==> src/rtl/ldst_timing_pkg.sv <==
package ldst_timing_pkg;
  typedef enum logic [1:0] {
    SHF_LSL = 2'd0,
    SHF_LSR = 2'd1,
    SHF_ASR = 2'd2,
    SHF_ROR = 2'd3
  } shift_kind_e;

  typedef enum logic [1:0] {
    OP_STORE = 2'd0,
    OP_LOAD  = 2'd1,
    OP_PLD   = 2'd2
  } mem_op_e;

  typedef struct packed {
    logic two_issue;
    logic early_base;
    logic early_off;
  } mode_dec_t;

  typedef struct packed {
    logic pot_ua;
    logic act_ua;
  } align_t;
endpackage

==> src/rtl/ldst_mode_decode.sv <==
module ldst_mode_decode
  import ldst_timing_pkg::*;
#(
  parameter int SHAMT_W  = 5,
  parameter int FAST_AMT = 2
) (
  input  logic               reg_off_i,
  input  logic               off_neg_i,
  input  logic [1:0]         shift_kind_i,
  input  logic [SHAMT_W-1:0] shift_amt_i,
  output mode_dec_t          dec_o
);
  localparam logic [SHAMT_W-1:0] FastAmt = SHAMT_W'(FAST_AMT);

  logic no_shift, fast_shift, slow_mode;

  always_comb begin
    no_shift   = (shift_amt_i == '0);
    fast_shift = (shift_kind_e'(shift_kind_i) == SHF_LSL) && (shift_amt_i == FastAmt);
    slow_mode  = reg_off_i && (off_neg_i || !(no_shift || fast_shift));
    dec_o.two_issue  = slow_mode;
    dec_o.early_base = !slow_mode;
    dec_o.early_off  = reg_off_i;
  end
endmodule

==> src/rtl/ldst_align_chk.sv <==
module ldst_align_chk
  import ldst_timing_pkg::*;
#(
  parameter int ALO_W  = 3,
  parameter int SIZE_W = 2
) (
  input  logic              ua_en_i,
  input  logic [SIZE_W-1:0] size_i,
  input  logic [ALO_W-1:0]  base_lo_i,
  input  logic [ALO_W-1:0]  off_lo_i,
  input  logic [ALO_W-1:0]  addr_lo_i,
  output align_t            algn_o
);
  logic [ALO_W-1:0] mask;

  always_comb begin
    mask = ~({ALO_W{1'b1}} << size_i);
    algn_o.pot_ua = ua_en_i && (((base_lo_i & mask) != '0) || ((off_lo_i & mask) != '0));
    algn_o.act_ua = ua_en_i && ((addr_lo_i & mask) != '0);
  end
endmodule

==> src/rtl/ldst_occupancy.sv <==
module ldst_occupancy #(
  parameter int CNT_W = 2
) (
  input  logic             clk_i,
  input  logic             rst_ni,
  input  logic             accept_i,
  input  logic [CNT_W-1:0] len_i,
  output logic             active_o,
  output logic             last_o,
  output logic             busy_o
);
  logic [CNT_W-1:0] rem_q;

  always_ff @(posedge clk_i or negedge rst_ni) begin
    if (!rst_ni)       rem_q <= '0;
    else if (accept_i) rem_q <= len_i;
    else if (rem_q != '0) rem_q <= rem_q - 1'b1;
  end

  assign active_o = (rem_q != '0);
  assign last_o   = (rem_q == CNT_W'(1));
  assign busy_o   = active_o && !last_o;

  AST_BUSY_CONTINUES: assert property (@(posedge clk_i) disable iff (!rst_ni)
    busy_o |=> active_o);
  AST_NO_ACCEPT_BUSY: assert property (@(posedge clk_i) disable iff (!rst_ni)
    (busy_o && !accept_i) |=> (rem_q == $past(rem_q) - 1'b1));
endmodule

==> src/rtl/ldst_base_fwd.sv <==
module ldst_base_fwd #(
  parameter int REG_W = 4
) (
  input  logic             clk_i,
  input  logic             rst_ni,
  input  logic             accept_i,
  input  logic             prev_last_i,
  input  logic             wb_i,
  input  logic [REG_W-1:0] base_reg_i,
  output logic             fwd_o
);
  logic             prev_wb_q;
  logic [REG_W-1:0] prev_base_q;

  always_ff @(posedge clk_i or negedge rst_ni) begin
    if (!rst_ni) begin
      prev_wb_q   <= 1'b0;
      prev_base_q <= '0;
      fwd_o       <= 1'b0;
    end else begin
      fwd_o <= accept_i && prev_last_i && prev_wb_q && (base_reg_i == prev_base_q);
      if (accept_i) begin
        prev_wb_q   <= wb_i;
        prev_base_q <= base_reg_i;
      end
    end
  end

  AST_FWD_AFTER_ACCEPT: assert property (@(posedge clk_i) disable iff (!rst_ni)
    fwd_o |-> $past(accept_i));
endmodule

==> src/rtl/ldst_timing_seq.sv <==
module ldst_timing_seq
  import ldst_timing_pkg::*;
#(
  parameter int SHAMT_W  = 5,
  parameter int REG_W    = 4,
  parameter int SIZE_W   = 2,
  parameter int ALO_W    = 3,
  parameter int FAST_AMT = 2,
  parameter int BASE_LAT = 3
) (
  input  logic               clk_i,
  input  logic               rst_ni,
  input  logic               issue_i,
  input  logic [1:0]         op_i,
  input  logic               reg_off_i,
  input  logic               off_neg_i,
  input  logic [1:0]         shift_kind_i,
  input  logic [SHAMT_W-1:0] shift_amt_i,
  input  logic               wb_i,
  input  logic [REG_W-1:0]   base_reg_i,
  input  logic [SIZE_W-1:0]  size_i,
  input  logic [ALO_W-1:0]   base_lo_i,
  input  logic [ALO_W-1:0]   off_lo_i,
  input  logic [ALO_W-1:0]   addr_lo_i,
  input  logic               ua_en_i,
  input  logic               pld_drop_i,
  output logic               busy_o,
  output logic               start_o,
  output logic               mem_req_o,
  output logic [1:0]         issue_cyc_o,
  output logic               lat_vld_o,
  output logic [2:0]         lat_o,
  output logic               early_base_o,
  output logic               early_off_o,
  output logic               base_fwd_o
);
  localparam int CNT_W = 2;
  localparam int LAT_W = 3;

  mode_dec_t        dec;
  align_t           algn;
  logic             accept, occ_active, occ_last;
  logic [CNT_W-1:0] len_d;
  logic [LAT_W-1:0] lat_d;
  logic             has_dest, drop_d;
  logic             drop_q;

  ldst_mode_decode #(.SHAMT_W(SHAMT_W), .FAST_AMT(FAST_AMT)) u_dec (
    .reg_off_i   (reg_off_i),
    .off_neg_i   (off_neg_i),
    .shift_kind_i(shift_kind_i),
    .shift_amt_i (shift_amt_i),
    .dec_o       (dec)
  );

  ldst_align_chk #(.ALO_W(ALO_W), .SIZE_W(SIZE_W)) u_algn (
    .ua_en_i  (ua_en_i),
    .size_i   (size_i),
    .base_lo_i(base_lo_i),
    .off_lo_i (off_lo_i),
    .addr_lo_i(addr_lo_i),
    .algn_o   (algn)
  );

  assign accept = issue_i && !busy_o;

  always_comb begin
    len_d    = (dec.two_issue ? CNT_W'(2) : CNT_W'(1)) + CNT_W'(algn.pot_ua);
    has_dest = (mem_op_e'(op_i) == OP_LOAD);
    lat_d    = has_dest ? (LAT_W'(BASE_LAT) + LAT_W'(dec.two_issue) + LAT_W'(algn.act_ua))
                        : '0;
    drop_d   = (mem_op_e'(op_i) == OP_PLD) && pld_drop_i;
  end

  ldst_occupancy #(.CNT_W(CNT_W)) u_occ (
    .clk_i   (clk_i),
    .rst_ni  (rst_ni),
    .accept_i(accept),
    .len_i   (len_d),
    .active_o(occ_active),
    .last_o  (occ_last),
    .busy_o  (busy_o)
  );

  ldst_base_fwd #(.REG_W(REG_W)) u_fwd (
    .clk_i      (clk_i),
    .rst_ni     (rst_ni),
    .accept_i   (accept),
    .prev_last_i(occ_last),
    .wb_i       (wb_i),
    .base_reg_i (base_reg_i),
    .fwd_o      (base_fwd_o)
  );

  always_ff @(posedge clk_i or negedge rst_ni) begin
    if (!rst_ni) begin
      start_o      <= 1'b0;
      issue_cyc_o  <= 2'd0;
      lat_vld_o    <= 1'b0;
      lat_o        <= '0;
      early_base_o <= 1'b0;
      early_off_o  <= 1'b0;
      drop_q       <= 1'b0;
    end else begin
      start_o <= accept;
      if (accept) begin
        issue_cyc_o  <= dec.two_issue ? 2'd2 : 2'd1;
        lat_vld_o    <= has_dest;
        lat_o        <= lat_d;
        early_base_o <= dec.early_base;
        early_off_o  <= dec.early_off;
        drop_q       <= drop_d;
      end
    end
  end

  assign mem_req_o = occ_active && !drop_q;

  AST_LAT_RANGE: assert property (@(posedge clk_i) disable iff (!rst_ni)
    lat_vld_o |-> (lat_o >= 3'd3 && lat_o <= 3'd5));
  AST_TWO_ISSUE_EARLY: assert property (@(posedge clk_i) disable iff (!rst_ni)
    (start_o && issue_cyc_o == 2'd2) |-> (!early_base_o && early_off_o));
  AST_START_IN_OCC: assert property (@(posedge clk_i) disable iff (!rst_ni)
    start_o |-> occ_active);
  AST_FWD_CHAIN: assert property (@(posedge clk_i) disable iff (!rst_ni)
    base_fwd_o |-> (start_o && $past(occ_active)));
endmodule

==> config.mk <==
export PLATFORM = sky130hd
export DESIGN_NAME = ldst_timing_seq
export DESIGN_NICKNAME = d
export VERILOG_FILES = /design/src/rtl/ldst_timing_pkg.sv /design/src/rtl/ldst_mode_decode.sv /design/src/rtl/ldst_align_chk.sv /design/src/rtl/ldst_occupancy.sv /design/src/rtl/ldst_base_fwd.sv /design/src/rtl/ldst_timing_seq.sv
export SDC_FILE = /design/constraint.sdc
export NUM_CORES = 1
export LEC_CHECK = 0
export BUFFER_PORTS_ARGS = -buffer_cell sky130_fd_sc_hd__buf_2
export CAP_MARGIN = 20
export CORE_ASPECT_RATIO = 0.9
export CORE_MARGIN = 3
export CORE_UTILIZATION = 44
export CTS_CLUSTER_DIAMETER = 60
export DETAILED_ROUTE_END_ITERATION = 8
export GPL_TIMING_DRIVEN = 0
export PLACE_DENSITY = 0.89
export SETUP_SLACK_MARGIN = 0.3
export SLEW_MARGIN = 20
export SYNTH_ARGS = -nofsm -noshare
export SYNTH_HDL_FRONTEND = slang
export SYNTH_SLANG_ARGS = --single-unit
==> constraint.sdc <==
create_clock -name clk_i -period 2 [get_ports clk_i]
set_clock_uncertainty 0.1 [all_clocks]
set_input_delay 0.4 -clock clk_i [delete_from_list [all_inputs] [get_ports clk_i]]
set_output_delay 0.4 -clock clk_i [all_outputs]
set_load 0.005 [all_outputs]
==> key figures <==
Floorplanning
  – Die W: around 53 um
  – Initial Utilization: roughly 50%
  – Core Region: approximately 1800 um^2
  – I/O pin cnt: 44
  – Rows: 14
  – Die area: 2550 um^2
  – Die Ht: 48.2 um

STA
  – Setup WS post-layout: 269 ps
  – Final Hold Fails: 0
  – Worst rel slew slack: approximately three quarters
  – Final setup viols: 0
  – Final Max Slew Viols: 0
  – Post-route setup TNS: 0 ps
  – Fmax: between 500 and 600 MHz
  – Final worst path period share: 86.6%
  – Worst-Margin Slew: between 400 and 500 ps
  – Period minus WS final: about 1700 ps
  – Unrepaired setup endpoints after global routing: true

Placed design
  – Port Buffer Count: 43
  – HPWL after DPL: between 1000 and 1500 um
  – Inst Count DP: 161
  – Worst Setup Slack post-DPL: 182 ps
  – RD Place Congestion: ~0.70

Route
  – Routed Antenna Nets: 0
  – Routed len/inst: 11.3 um
  – Vias per cell: a little under 5
  – Via Count: between 800 and 900
  – Initial DRC Count: 6
  – # DRC: 0
  – DRT Wirelength: around 1900 um
  – DR pass1 iterations: 4

Critical path
  – Worst Path Class, Setup: register to output port
  – CP required: ~1500 ps
  – Worst-path fanout max: 5
  – CP Capture Type: output port
  – Nature of the critical path startpoint: register
  – Worst path arrival time: ~1200 ps

Synthesis
  – Post-Syn Instances: 94
  – Post-synthesis sequential area ratio: between 40 and 50%
  – Top-area cell type share of the netlist area: 48.9%
  – Mapped Avg Cell Area: ~9.3 um^2
  – Area leader, netlist: dfrtp_1
  – Cell variety after synth: 26
  – Syn Nets: ~130
  – Area of the mapped netlist: ~870 um^2
  – Yosys warns: 0
  – Synth Register Bits: 17
  – Top cells by area, synth: dfrtp_1 (49%), nand2_1 (13%), ha_1 (4.3%)

Global routing
  – Antenna violations before repair: 0
  – Largest net degree at the start of global routing: 18
  – Global-route wire length before repair: between 2000 and 3000 um
  – Congestion Overflow GR: 0
  – Total GRT Usage: between 10% and 20%
  – Vias in the first global route: approximately 760

Finish
  – Final non-filler cell total: 172
  – Net count, final: ~180
  – Layout cell share with drive strength beyond 1: 41.9%
  – Fill count: ~150
  – # diodes: 0
  – Area delta synth->final: 40.6%

Clock network
  – TritonCTS clock tree: built
  – Clk root buf: clkbuf_4
  – Worst-path clk slew: approximately 90 ps
  – Clk Latency, worst-skew pair: 280 ps
  – Max Buffers Root-to-Sink: 2
  – H-tree depth: 1
  – CTS buffer count: 3
  – Sinks on Clock Net: 17

Pwr
  – Pleak: about 0.67 nW
  – Worst vdd ir: roughly 810 uV
  – Power consumption: 1.55 mW
  – P per Cell Area: roughly 1300 nW/um^2

Outcome
  – Status: finished clean

Min path
  – Worst hold-check path type: input pin to register

Job
  – Number of max-cap violations: 0
[path summary, 6_finish.rpt]
check                                             to            from  slack, ps  depth (start not counted)
worst max-delay path                          busy_o  u_occ.rem_q[0]        270                          5
worst min-delay path                          drop_q         op_i[0]        200                          2
worst max register to register        u_occ.rem_q[1]  u_occ.rem_q[0]        400                          8
worst min register to register           early_off_o     early_off_o        380                          2
max in group asynchronous             issue_cyc_o[1]          rst_ni       1060                          2
min in group asynchronous       u_fwd.prev_base_q[2]          rst_ni        470                          2
[layout make-up]
class,instances,area (um^2),area share (%)
inverter,6,22.5,1.84
tap,24,30.0,2.46
clock buffer,4,26.3,2.15
buffer,4,28.8,2.35
timing repair buffer,50,270,22.1
multi-input combinational,67,419,34.3
sequential,17,425,34.8
[per-layer routing]
layer	vias up	GRT usage (%)	wire length [um]	share of wire, %
met5	-	0	0	0
li1	421	-	-	-
met1	378	18.8	849	44
met3	0	5.81	220	11
met2	44	29.2	865	45
met4	0	1.53	0	0
[metrics by stage]
stage / instance area (um^2) / hold WS [ps] / utilization, %
6_report: 1220 / 201 / 69.1
5_1_grt: 1220 / 193 / 69.1
4_1_cts: 1190 / 190 / 67.1
3_5_place_dp: 1110 / 240 / 63.0
3_3_place_gp: 1110 / 231 / 63.0
2_1_floorplan: 870 / 4.41 / -
[synthesized netlist by cell type]
cell / n
dfrtp_1: 17
ha_1: 3
nand4_1: 1
o21ai_4: 1
inv_1: 6
o32ai_1: 1
o31ai_1: 4
xnor2_1: 1
o41ai_4: 1
nor2_1: 6
a31oi_1: 1
o221ai_1: 1
nand3_1: 1
o21a_1: 1
o211ai_1: 1
nand2b_1: 1
nand2_1: 30
or3_1: 1
buf_2: 3
a21oi_1: 1
nor4_1: 1
o21ai_0: 4
buf_4: 1
mux2i_1: 1
xor2_1: 4
o21ai_1: 1
[kinds of logic after synthesis]
logic type      Yosys count  synth area share, %
buf+inv                  10                 5.18
mux                       1                 1.15
fa+ha+maj                 3                 4.32
flops                    17                 48.9
xor+xnor                  5                 5.04
simple gates             41                 19.0
compound gates           17                 16.4
[critical path, stage by stage, from the launching register on]
cell and delay [ps]:
dfrtp_1 410, inv_1 80, ha_2 170, buf_6 130, nor2_4 30, buf_2 120
[cells in the final DEF, fill, tap and decap left out]
cell type	netlist	final
o21ai_4	1	1
o221ai_1	1	1
clkbuf_4	0	3
nand3_1	1	1
buf_2	3	45
buf_4	1	7
mux2i_1	1	1
buf_6	0	1
xor2_1	4	4
o211ai_1	1	1
nand4_1	1	1
xnor2_1	1	1
ha_2	0	2
o21ai_1	1	1
o21a_1	1	1
nor2_4	0	2
dfrtp_1	17	17
nand2_1	30	30
a31oi_1	1	1
a21oi_1	1	1
nor2_1	6	4
inv_1	6	6
clkbuf_1	0	1
o41ai_4	1	1
dlygate4sd3_1	0	1
nand2b_1	1	1
nor4_1	1	1
or3_1	1	1
o21ai_0	4	4
ha_1	3	1
o31ai_1	4	4
o32ai_1	1	1
[sequential cells by signal (all words and copies together), names as in the netlist, 2 cells and up]
register / flops
u_fwd.prev_base_q: 4
lat_o: 3
issue_cyc_o: 2
u_occ.rem_q: 2
[repair_timing]
item                       in CTS  in global routing
hold buffers                    1                  0
buffers inserted                2                  4
setup endpoints to repair       5                 15
hold endpoints to repair       17                  0
gates resized for setup         7                  1
[power by group]
part / switching, mW / leakage [nW] / internal [mW] / total (mW)
Sequential: 0.0873 / 0.216 / 0.494 / 0.582
Clock: 0.0992 / 0.0150 / 0.0774 / 0.177
Combinational: 0.384 / 0.435 / 0.407 / 0.791
No activity file was read; power rests on OpenSTA's default activity.
